**config.mk**
```make
export PLATFORM = sky130hd
export DESIGN_NAME = dma3d_seq
export DESIGN_NICKNAME = d
export VERILOG_FILES = /design/src/rtl/dma3d_pkg.sv /design/src/rtl/dma3d_store.sv /design/src/rtl/dma3d_step.sv /design/src/rtl/dma3d_seq.sv
export SDC_FILE = /design/constraint.sdc
export NUM_CORES = 2
export LEC_CHECK = 0
export BUFFER_PORTS_ARGS = -buffer_cell sky130_fd_sc_hd__clkbuf_2
export CAP_MARGIN = 15
export CORE_MARGIN = 10
export CORE_UTILIZATION = 61
export DETAILED_ROUTE_END_ITERATION = 8
export HOLD_SLACK_MARGIN = 0.1
export MAX_ROUTING_LAYER = met4
export PLACE_DENSITY = 0.8
export SETUP_SLACK_MARGIN = 0.05
export SYNTH_ARGS = -nofsm -noshare
export SYNTH_HDL_FRONTEND = slang
export SYNTH_SLANG_ARGS = --single-unit
```
**constraint.sdc**
```tcl
create_clock -name clk_i -period 5.7 [get_ports clk_i]
set_input_delay 1.14 -clock clk_i [delete_from_list [all_inputs] [get_ports clk_i]]
set_output_delay 1.14 -clock clk_i [all_outputs]
set_load 0.02 [all_outputs]
```
**src/rtl/dma3d_pkg.sv**
```systemverilog
package dma3d_pkg;

    typedef struct packed {
        logic [31:0] opt;
        logic [31:0] src;
        logic [31:0] dst;
        logic [15:0] acnt;
        logic [15:0] bcnt;
        logic [15:0] ccnt;
        logic [15:0] sbidx;
        logic [15:0] dbidx;
        logic [15:0] scidx;
        logic [15:0] dcidx;
        logic [15:0] link;
        logic [15:0] brld;
    } pset_t;

    localparam int PSET_W      = $bits(pset_t);
    localparam int OPT_AB      = 2;
    localparam int OPT_STATIC  = 3;
    localparam int OPT_CODE_LO = 12;
    localparam int OPT_FIN_IRQ = 20;
    localparam int OPT_MID_IRQ = 21;
    localparam int OPT_FIN_CHN = 22;
    localparam int OPT_MID_CHN = 23;
    localparam logic [15:0] LINK_END = 16'hFFFF;

    typedef enum logic [1:0] {
        S_IDLE  = 2'd0,
        S_READY = 2'd1,
        S_BURST = 2'd2,
        S_NULL  = 2'd3
    } seq_st_e;

    function automatic logic is_null(pset_t s);
        return (s.acnt == 16'd0) || (s.bcnt == 16'd0) || (s.ccnt == 16'd0);
    endfunction

endpackage

```
**src/rtl/dma3d_store.sv**
```systemverilog
module dma3d_store #(
    parameter int NSETS = 4,
    parameter int W     = 8,
    localparam int IDXW = (NSETS > 1) ? $clog2(NSETS) : 1
) (
    input  logic            clk_i,
    input  logic            we_i,
    input  logic [IDXW-1:0] widx_i,
    input  logic [W-1:0]    wdata_i,
    input  logic [IDXW-1:0] ridx_i,
    output logic [W-1:0]    rdata_o
);
    logic [W-1:0] mem_q [NSETS];

    always_ff @(posedge clk_i) begin
        if (we_i) begin
            mem_q[widx_i] <= wdata_i;
        end
    end

    assign rdata_o = mem_q[ridx_i];
endmodule

```
**src/rtl/dma3d_step.sv**
```systemverilog
module dma3d_step (
    input  logic [31:0] base_i,
    input  logic [31:0] cur_i,
    input  logic [15:0] bidx_i,
    input  logic [15:0] cidx_i,
    output logic [31:0] base_b_o,
    output logic [31:0] base_c_o,
    output logic [31:0] cur_b_o
);
    logic [31:0] bext, cext;

    assign bext     = {{16{bidx_i[15]}}, bidx_i};
    assign cext     = {{16{cidx_i[15]}}, cidx_i};
    assign base_b_o = base_i + bext;
    assign base_c_o = base_i + cext;
    assign cur_b_o  = cur_i + bext;
endmodule

```
**src/rtl/dma3d_seq.sv**
```systemverilog
module dma3d_seq
    import dma3d_pkg::*;
#(
    parameter int NSETS = 4,
    localparam int IDXW = (NSETS > 1) ? $clog2(NSETS) : 1
) (
    input  logic                  clk_i,
    input  logic                  rst_ni,
    input  logic                  ld_en_i,
    input  logic                  ld_start_i,
    input  logic [IDXW-1:0]       ld_idx_i,
    input  logic [PSET_W-1:0]     ld_set_i,
    input  logic                  evt_i,
    output logic                  req_valid_o,
    output logic [31:0]           req_src_o,
    output logic [31:0]           req_dst_o,
    output logic [15:0]           req_len_o,
    output logic                  mid_o,
    output logic                  fin_o,
    output logic [5:0]            code_o,
    output logic                  mid_irq_o,
    output logic                  fin_irq_o,
    output logic                  mid_chain_o,
    output logic                  fin_chain_o,
    output logic                  miss_o
);
    typedef struct packed {
        seq_st_e     st;
        pset_t       w;
        logic [31:0] cs;
        logic [31:0] cd;
        logic [15:0] k;
        logic        mid, fin, miss, mi, fi, mc, fc;
        logic [5:0]  code;
    } regs_t;

    regs_t r_d, r_q;
    pset_t tbl_set, ld_set;
    logic [PSET_W-1:0] tbl_raw;
    logic [31:0] base_a [2];
    logic [31:0] cur_a  [2];
    logic [15:0] bidx_a [2];
    logic [15:0] cidx_a [2];
    logic [31:0] base_b [2];
    logic [31:0] base_c [2];
    logic [31:0] cur_b  [2];
    logic is_ab, stat, last, do_fin, do_mid, follow;

    assign ld_set = pset_t'(ld_set_i);
    assign tbl_set = pset_t'(tbl_raw);

    dma3d_store #(.NSETS(NSETS), .W(PSET_W)) u_store (
        .clk_i  (clk_i),
        .we_i   (ld_en_i),
        .widx_i (ld_idx_i),
        .wdata_i(ld_set_i),
        .ridx_i (r_q.w.link[IDXW-1:0]),
        .rdata_o(tbl_raw)
    );

    always_comb begin
        base_a[0] = r_q.w.src;   base_a[1] = r_q.w.dst;
        cur_a[0]  = r_q.cs;      cur_a[1]  = r_q.cd;
        bidx_a[0] = r_q.w.sbidx; bidx_a[1] = r_q.w.dbidx;
        cidx_a[0] = r_q.w.scidx; cidx_a[1] = r_q.w.dcidx;
    end

    for (genvar s = 0; s < 2; s++) begin : g_side
        dma3d_step u_step (
            .base_i  (base_a[s]),
            .cur_i   (cur_a[s]),
            .bidx_i  (bidx_a[s]),
            .cidx_i  (cidx_a[s]),
            .base_b_o(base_b[s]),
            .base_c_o(base_c[s]),
            .cur_b_o (cur_b[s])
        );
    end

    assign is_ab = r_q.w.opt[OPT_AB];
    assign stat  = r_q.w.opt[OPT_STATIC];
    assign last  = !is_ab || (r_q.k == r_q.w.bcnt - 16'd1);

    always_comb begin
        r_d      = r_q;
        r_d.mid  = 1'b0; r_d.fin = 1'b0; r_d.miss = 1'b0;
        r_d.mi   = 1'b0; r_d.fi  = 1'b0; r_d.mc   = 1'b0; r_d.fc = 1'b0;
        do_fin   = 1'b0;
        do_mid   = 1'b0;
        follow   = 1'b0;
        case (r_q.st)
            S_IDLE: r_d.miss = evt_i;
            S_READY: begin
                if (evt_i) begin
                    r_d.st = S_BURST;
                    r_d.cs = r_q.w.src;
                    r_d.cd = r_q.w.dst;
                    r_d.k  = '0;
                end
            end
            S_BURST: begin
                r_d.miss = evt_i;
                if (!last) begin
                    r_d.k  = r_q.k + 16'd1;
                    r_d.cs = cur_b[0];
                    r_d.cd = cur_b[1];
                end else if (stat) begin
                    do_fin = 1'b1;
                    r_d.st = S_READY;
                end else begin
                    if (is_ab || r_q.w.bcnt == 16'd1) begin
                        r_d.w.ccnt = r_q.w.ccnt - 16'd1;
                        r_d.w.src  = base_c[0];
                        r_d.w.dst  = base_c[1];
                        if (!is_ab) r_d.w.bcnt = r_q.w.brld;
                    end else begin
                        r_d.w.bcnt = r_q.w.bcnt - 16'd1;
                        r_d.w.src  = base_b[0];
                        r_d.w.dst  = base_b[1];
                    end
                    if ((is_ab || r_q.w.bcnt == 16'd1) && r_q.w.ccnt == 16'd1) begin
                        do_fin = 1'b1;
                        follow = 1'b1;
                    end else begin
                        do_mid = 1'b1;
                        r_d.st = S_READY;
                    end
                end
            end
            default: begin
                r_d.miss = evt_i;
                do_fin   = 1'b1;
                follow   = !stat;
                if (stat) r_d.st = S_IDLE;
            end
        endcase
        if (do_fin) begin
            r_d.fin  = 1'b1;
            r_d.code = r_q.w.opt[OPT_CODE_LO +: 6];
            r_d.fi   = r_q.w.opt[OPT_FIN_IRQ];
            r_d.fc   = r_q.w.opt[OPT_FIN_CHN];
        end
        if (do_mid) begin
            r_d.mid = 1'b1;
            r_d.mi  = r_q.w.opt[OPT_MID_IRQ];
            r_d.mc  = r_q.w.opt[OPT_MID_CHN];
        end
        if (follow) begin
            if (r_q.w.link == LINK_END) begin
                r_d.st = S_IDLE;
            end else begin
                r_d.w  = tbl_set;
                r_d.st = is_null(tbl_set) ? S_NULL : S_READY;
            end
        end
        if (ld_en_i && ld_start_i) begin
            r_d.w  = ld_set;
            r_d.st = is_null(ld_set) ? S_NULL : S_READY;
        end
    end

    always_ff @(posedge clk_i or negedge rst_ni) begin
        if (!rst_ni) r_q <= '0;
        else         r_q <= r_d;
    end

    assign req_valid_o = (r_q.st == S_BURST);
    assign req_src_o   = r_q.cs;
    assign req_dst_o   = r_q.cd;
    assign req_len_o   = r_q.w.acnt;
    assign mid_o       = r_q.mid;
    assign fin_o       = r_q.fin;
    assign code_o      = r_q.code;
    assign mid_irq_o   = r_q.mi;
    assign fin_irq_o   = r_q.fi;
    assign mid_chain_o = r_q.mc;
    assign fin_chain_o = r_q.fc;
    assign miss_o      = r_q.miss;

    logic unused_bits;
    assign unused_bits = ^{r_q.w.opt[31:24], r_q.w.opt[19:18], r_q.w.opt[11:4], r_q.w.opt[1:0]};

    AST_REQ_LEN_NONZERO: assert property (@(posedge clk_i) disable iff (!rst_ni)
        req_valid_o |-> req_len_o != 16'd0);
    AST_MISS_WHEN_BUSY: assert property (@(posedge clk_i) disable iff (!rst_ni)
        (evt_i && req_valid_o) |=> miss_o);
    AST_FIN_MID_EXCL: assert property (@(posedge clk_i) disable iff (!rst_ni)
        !(fin_o && mid_o));
    AST_FIN_FLAGS_GATED: assert property (@(posedge clk_i) disable iff (!rst_ni)
        (fin_irq_o || fin_chain_o) |-> fin_o);
    AST_MID_AFTER_REQ: assert property (@(posedge clk_i) disable iff (!rst_ni)
        mid_o |-> $past(req_valid_o));
    AST_READY_HOLDS_SET: assert property (@(posedge clk_i) disable iff (!rst_ni)
        (r_q.st == S_READY && !evt_i && !ld_en_i) |=> $stable(r_q.w));
endmodule

```
==> metrics.txt <==
Least-Margin Pin Slew=1130 ps; Overflow after GRT=0; max-cap viol count=0; dpl cells=5426; crit path max-delay cell type=or4_4; total routed wirelength=147000 um; Max VDD drop=0.000350 V; pin count of the biggest net entering global routing=128; crit path capture type=flip-flop; Final Hold Viols=0; worst-path cell chain=or4_4 -> nor3_2 -> nand3_1 -> nand2_1 -> buf_12 -> nand2_1 -> nand2_1 -> buf_4 -> ha_1 -> and4_1 -> nand2_1 -> nor2_1 -> a221oi_1 -> o21ai_0 -> a21oi_1 -> o32ai_2 -> o41ai_1 -> mux2i_1 -> nand2_1 -> a31oi_1; CP Depth=20; Main synth FF type=edfxtp_1; DRT Pass-1 Iters=6; CTS root buffer=clkbuf_16; final worst path period share=0.934; worst skew pair latency=700 ps; DRT iter0 DRCs=4445; post-route cell area=0.0613 sq mm; final cell count without fillers=5683; Num CTS Buffers=116; Leak=23.0 nW; Final HPWL DP=95000 um; slew margin rel.=0.248; CTS sink count=1195; Cell Pwr Density=505 mW/mm^2; Routed Antenna Nets=0; Worst setup SP type=flip-flop; clock tree buffer depth=3; crit-path most repeated cell=nand2_1; I/O Buffers=320; H-tree Lvls=3; synth warn=0; Die Span Y=320 um; clock skew=38.6 ps; Synth Net Count=4560; Yosys cell types=80; Largest stage delay, worst path=610 ps; most frequent cells in the layout=edfxtp_1, nand2_1, nor2_1; worst hold path type=in -> async; die extent in x=320 um; Overall Power=0.0310 W; routed len/inst=25.8 um; initial core utilization=0.617; initial antenna violation count=32; die area=0.102 sq mm; Setup CP Type=reg -> reg; Vias=36500; cell family with most CP delay=simple AND/OR/NAND/NOR gates; CTS tree=yes; Post-Syn Instances=4180; Slew Limit Fails=0; RSZ-0062 raised after global routing=false; routability cong.=0.939; EDFF count, synth=880; fraction of registers with async set/reset=0.264; cell row count=109; Synth Area per Inst=13.1 sq um; Ports=341; placed inst area=0.0572 sq mm; first-pass GRT wire length=222000 um; GRT Overall Usage=0.291; Syn Std Cell Area=0.0548 sq mm; Reg2Reg Depth=20; Worst Path Arrival=5920 ps; Finish-stage setup viols=0; fmax=0.188 GHz; Worst Path Buf+Inv=2; Clk pin slew, worst setup/hold paths=60 ps; most common cell after layout, fill and taps aside=edfxtp_1; CORE AREA=0.0888 sq mm; Remaining DRCs=0; Nets=4763; fin crit period=5320 ps; Crit Path Max Fanout=34; Crit path required time=6300 ps; vias in the first global route=35900; drt via density=6.42; utilization after layout=0.690; layout cell share with drive strength beyond 1=0.187; Yosys reg bits=1195; status=complete, no violations; area grow syn2layout=11.9%; setup TNS=0 ps; hold_buf cts=0; Seq/Total Area, Yosys=0.626
==> worst paths after layout <==
| check | start | to | slack [ps] |
|---|---|---|---|
| hold / removal | rst_ni | miss_o$_DFF_PN0_ | 490 |
| setup reg to reg | r_q[212]$_DFF_PN0_ | base_a[30]$_DFF_PN0_ | 380 |
| min in group clk_i | code_o[5]$_DFFE_PN0P_ | code_o[5]$_DFFE_PN0P_ | 490 |
| hold reg to reg | code_o[5]$_DFFE_PN0P_ | code_o[5]$_DFFE_PN0P_ | 490 |
| max in group asynchronous | rst_ni | base_a[38]$_DFF_PN0_ | 3940 |
| setup / recovery | r_q[212]$_DFF_PN0_ | base_a[30]$_DFF_PN0_ | 380 |
==> sequential cells by signal, indices dropped and copies added, names as in the netlist <==
name	flops
mid_irq_o	1
base_a	64
fin_chain_o	1
bidx_a	32
fin_o	1
mid_chain_o	1
req_dst_o	32
is_ab	1
mid_o	1
req_src_o	32
fin_irq_o	1
req_len_o	16
miss_o	1
u_store.mem_q	880
r_q	93
cidx_a	32
code_o	6
==> layer usage <==
layer	vias up	track usage	part of all wire
li1	16100	-	-
met1	18100	0.380	0.38
met2	1869	0.441	0.47
met3	335	0.0681	0.10
met4	0	0.122	0.044
met5	-	-	0
==> report_power, final <==
group / leakage (nW) / internal [W] / switching (W)
clock: 1.94 / 0.00457 / 0.00329
sequential: 11.8 / 0.0105 / 0.00110
combinational: 9.28 / 0.00473 / 0.00677
==> cell type report <==
| class | count | area (sq um) |
|---|---|---|
| sequential | 1195 | 34300 |
| fill | 5848 | 27500 |
| multi-input combinational | 2629 | 18900 |
| clock buffer | 158 | 3270 |
| timing repair buffer | 388 | 2420 |
| tap | 1165 | 1460 |
| clock inverter | 63 | 673 |
| inverter | 53 | 199 |
| antenna | 32 | 80.1 |
==> through the flow <==
step,setup WS (ps),hold slack [ps]
after floorplan,-1460,439
after global placement,419,452
after detailed placement,245,457
after CTS,187,486
after global routing,53.1,500
final,377,486
==> repair_timing <==
item | 4_1_cts | 5_1_grt
setup buffers | 0 | 4
resized for setup | 0 | 6
setup endpoints to repair | 0 | 10
==> worst reg2reg max path, stage by stage (launching register included) <==
cell	delay [ps]
dfrtp_1	470
or4_4	610
nor3_2	300
nand3_1	150
nand2_1	160
buf_12	220
nand2_1	80
nand2_1	290
buf_4	290
ha_1	320
and4_1	210
nand2_1	140
nor2_1	50
a221oi_1	250
o21ai_0	130
a21oi_1	400
o32ai_2	200
o41ai_1	400
mux2i_1	240
nand2_1	70
a31oi_1	240
==> logic make-up after synthesis <==
kind of cell	count (synthesis)	share of synthesized area
AO/OA/AOI/OAI	868	0.0971
flip-flops	1195	0.626
XOR/XNOR	143	0.0229
AND/OR/NAND/NOR	1254	0.0990
buffers and inverters	356	0.0315
multiplexers	231	0.0923
adder cells (fa/ha/maj)	133	0.0309
==> synthesized netlist by cell type (all sizes together), types with 52 or more instances <==
master  count  share of area
xor2       57         0.0091
buf       144          0.017
ha        129          0.029
xnor2      86          0.014
dfrtp     315           0.14
a21oi     228          0.021
nand2     619          0.042
a21o       52         0.0071
edfxtp    880           0.48
a31oi     172          0.020
mux4      219          0.090
inv        53         0.0036
nor2      349          0.024
nor3       52         0.0050
clkbuf    159          0.011
o21ai     212          0.019
Note: power is estimated with default switching activity, not from simulation.
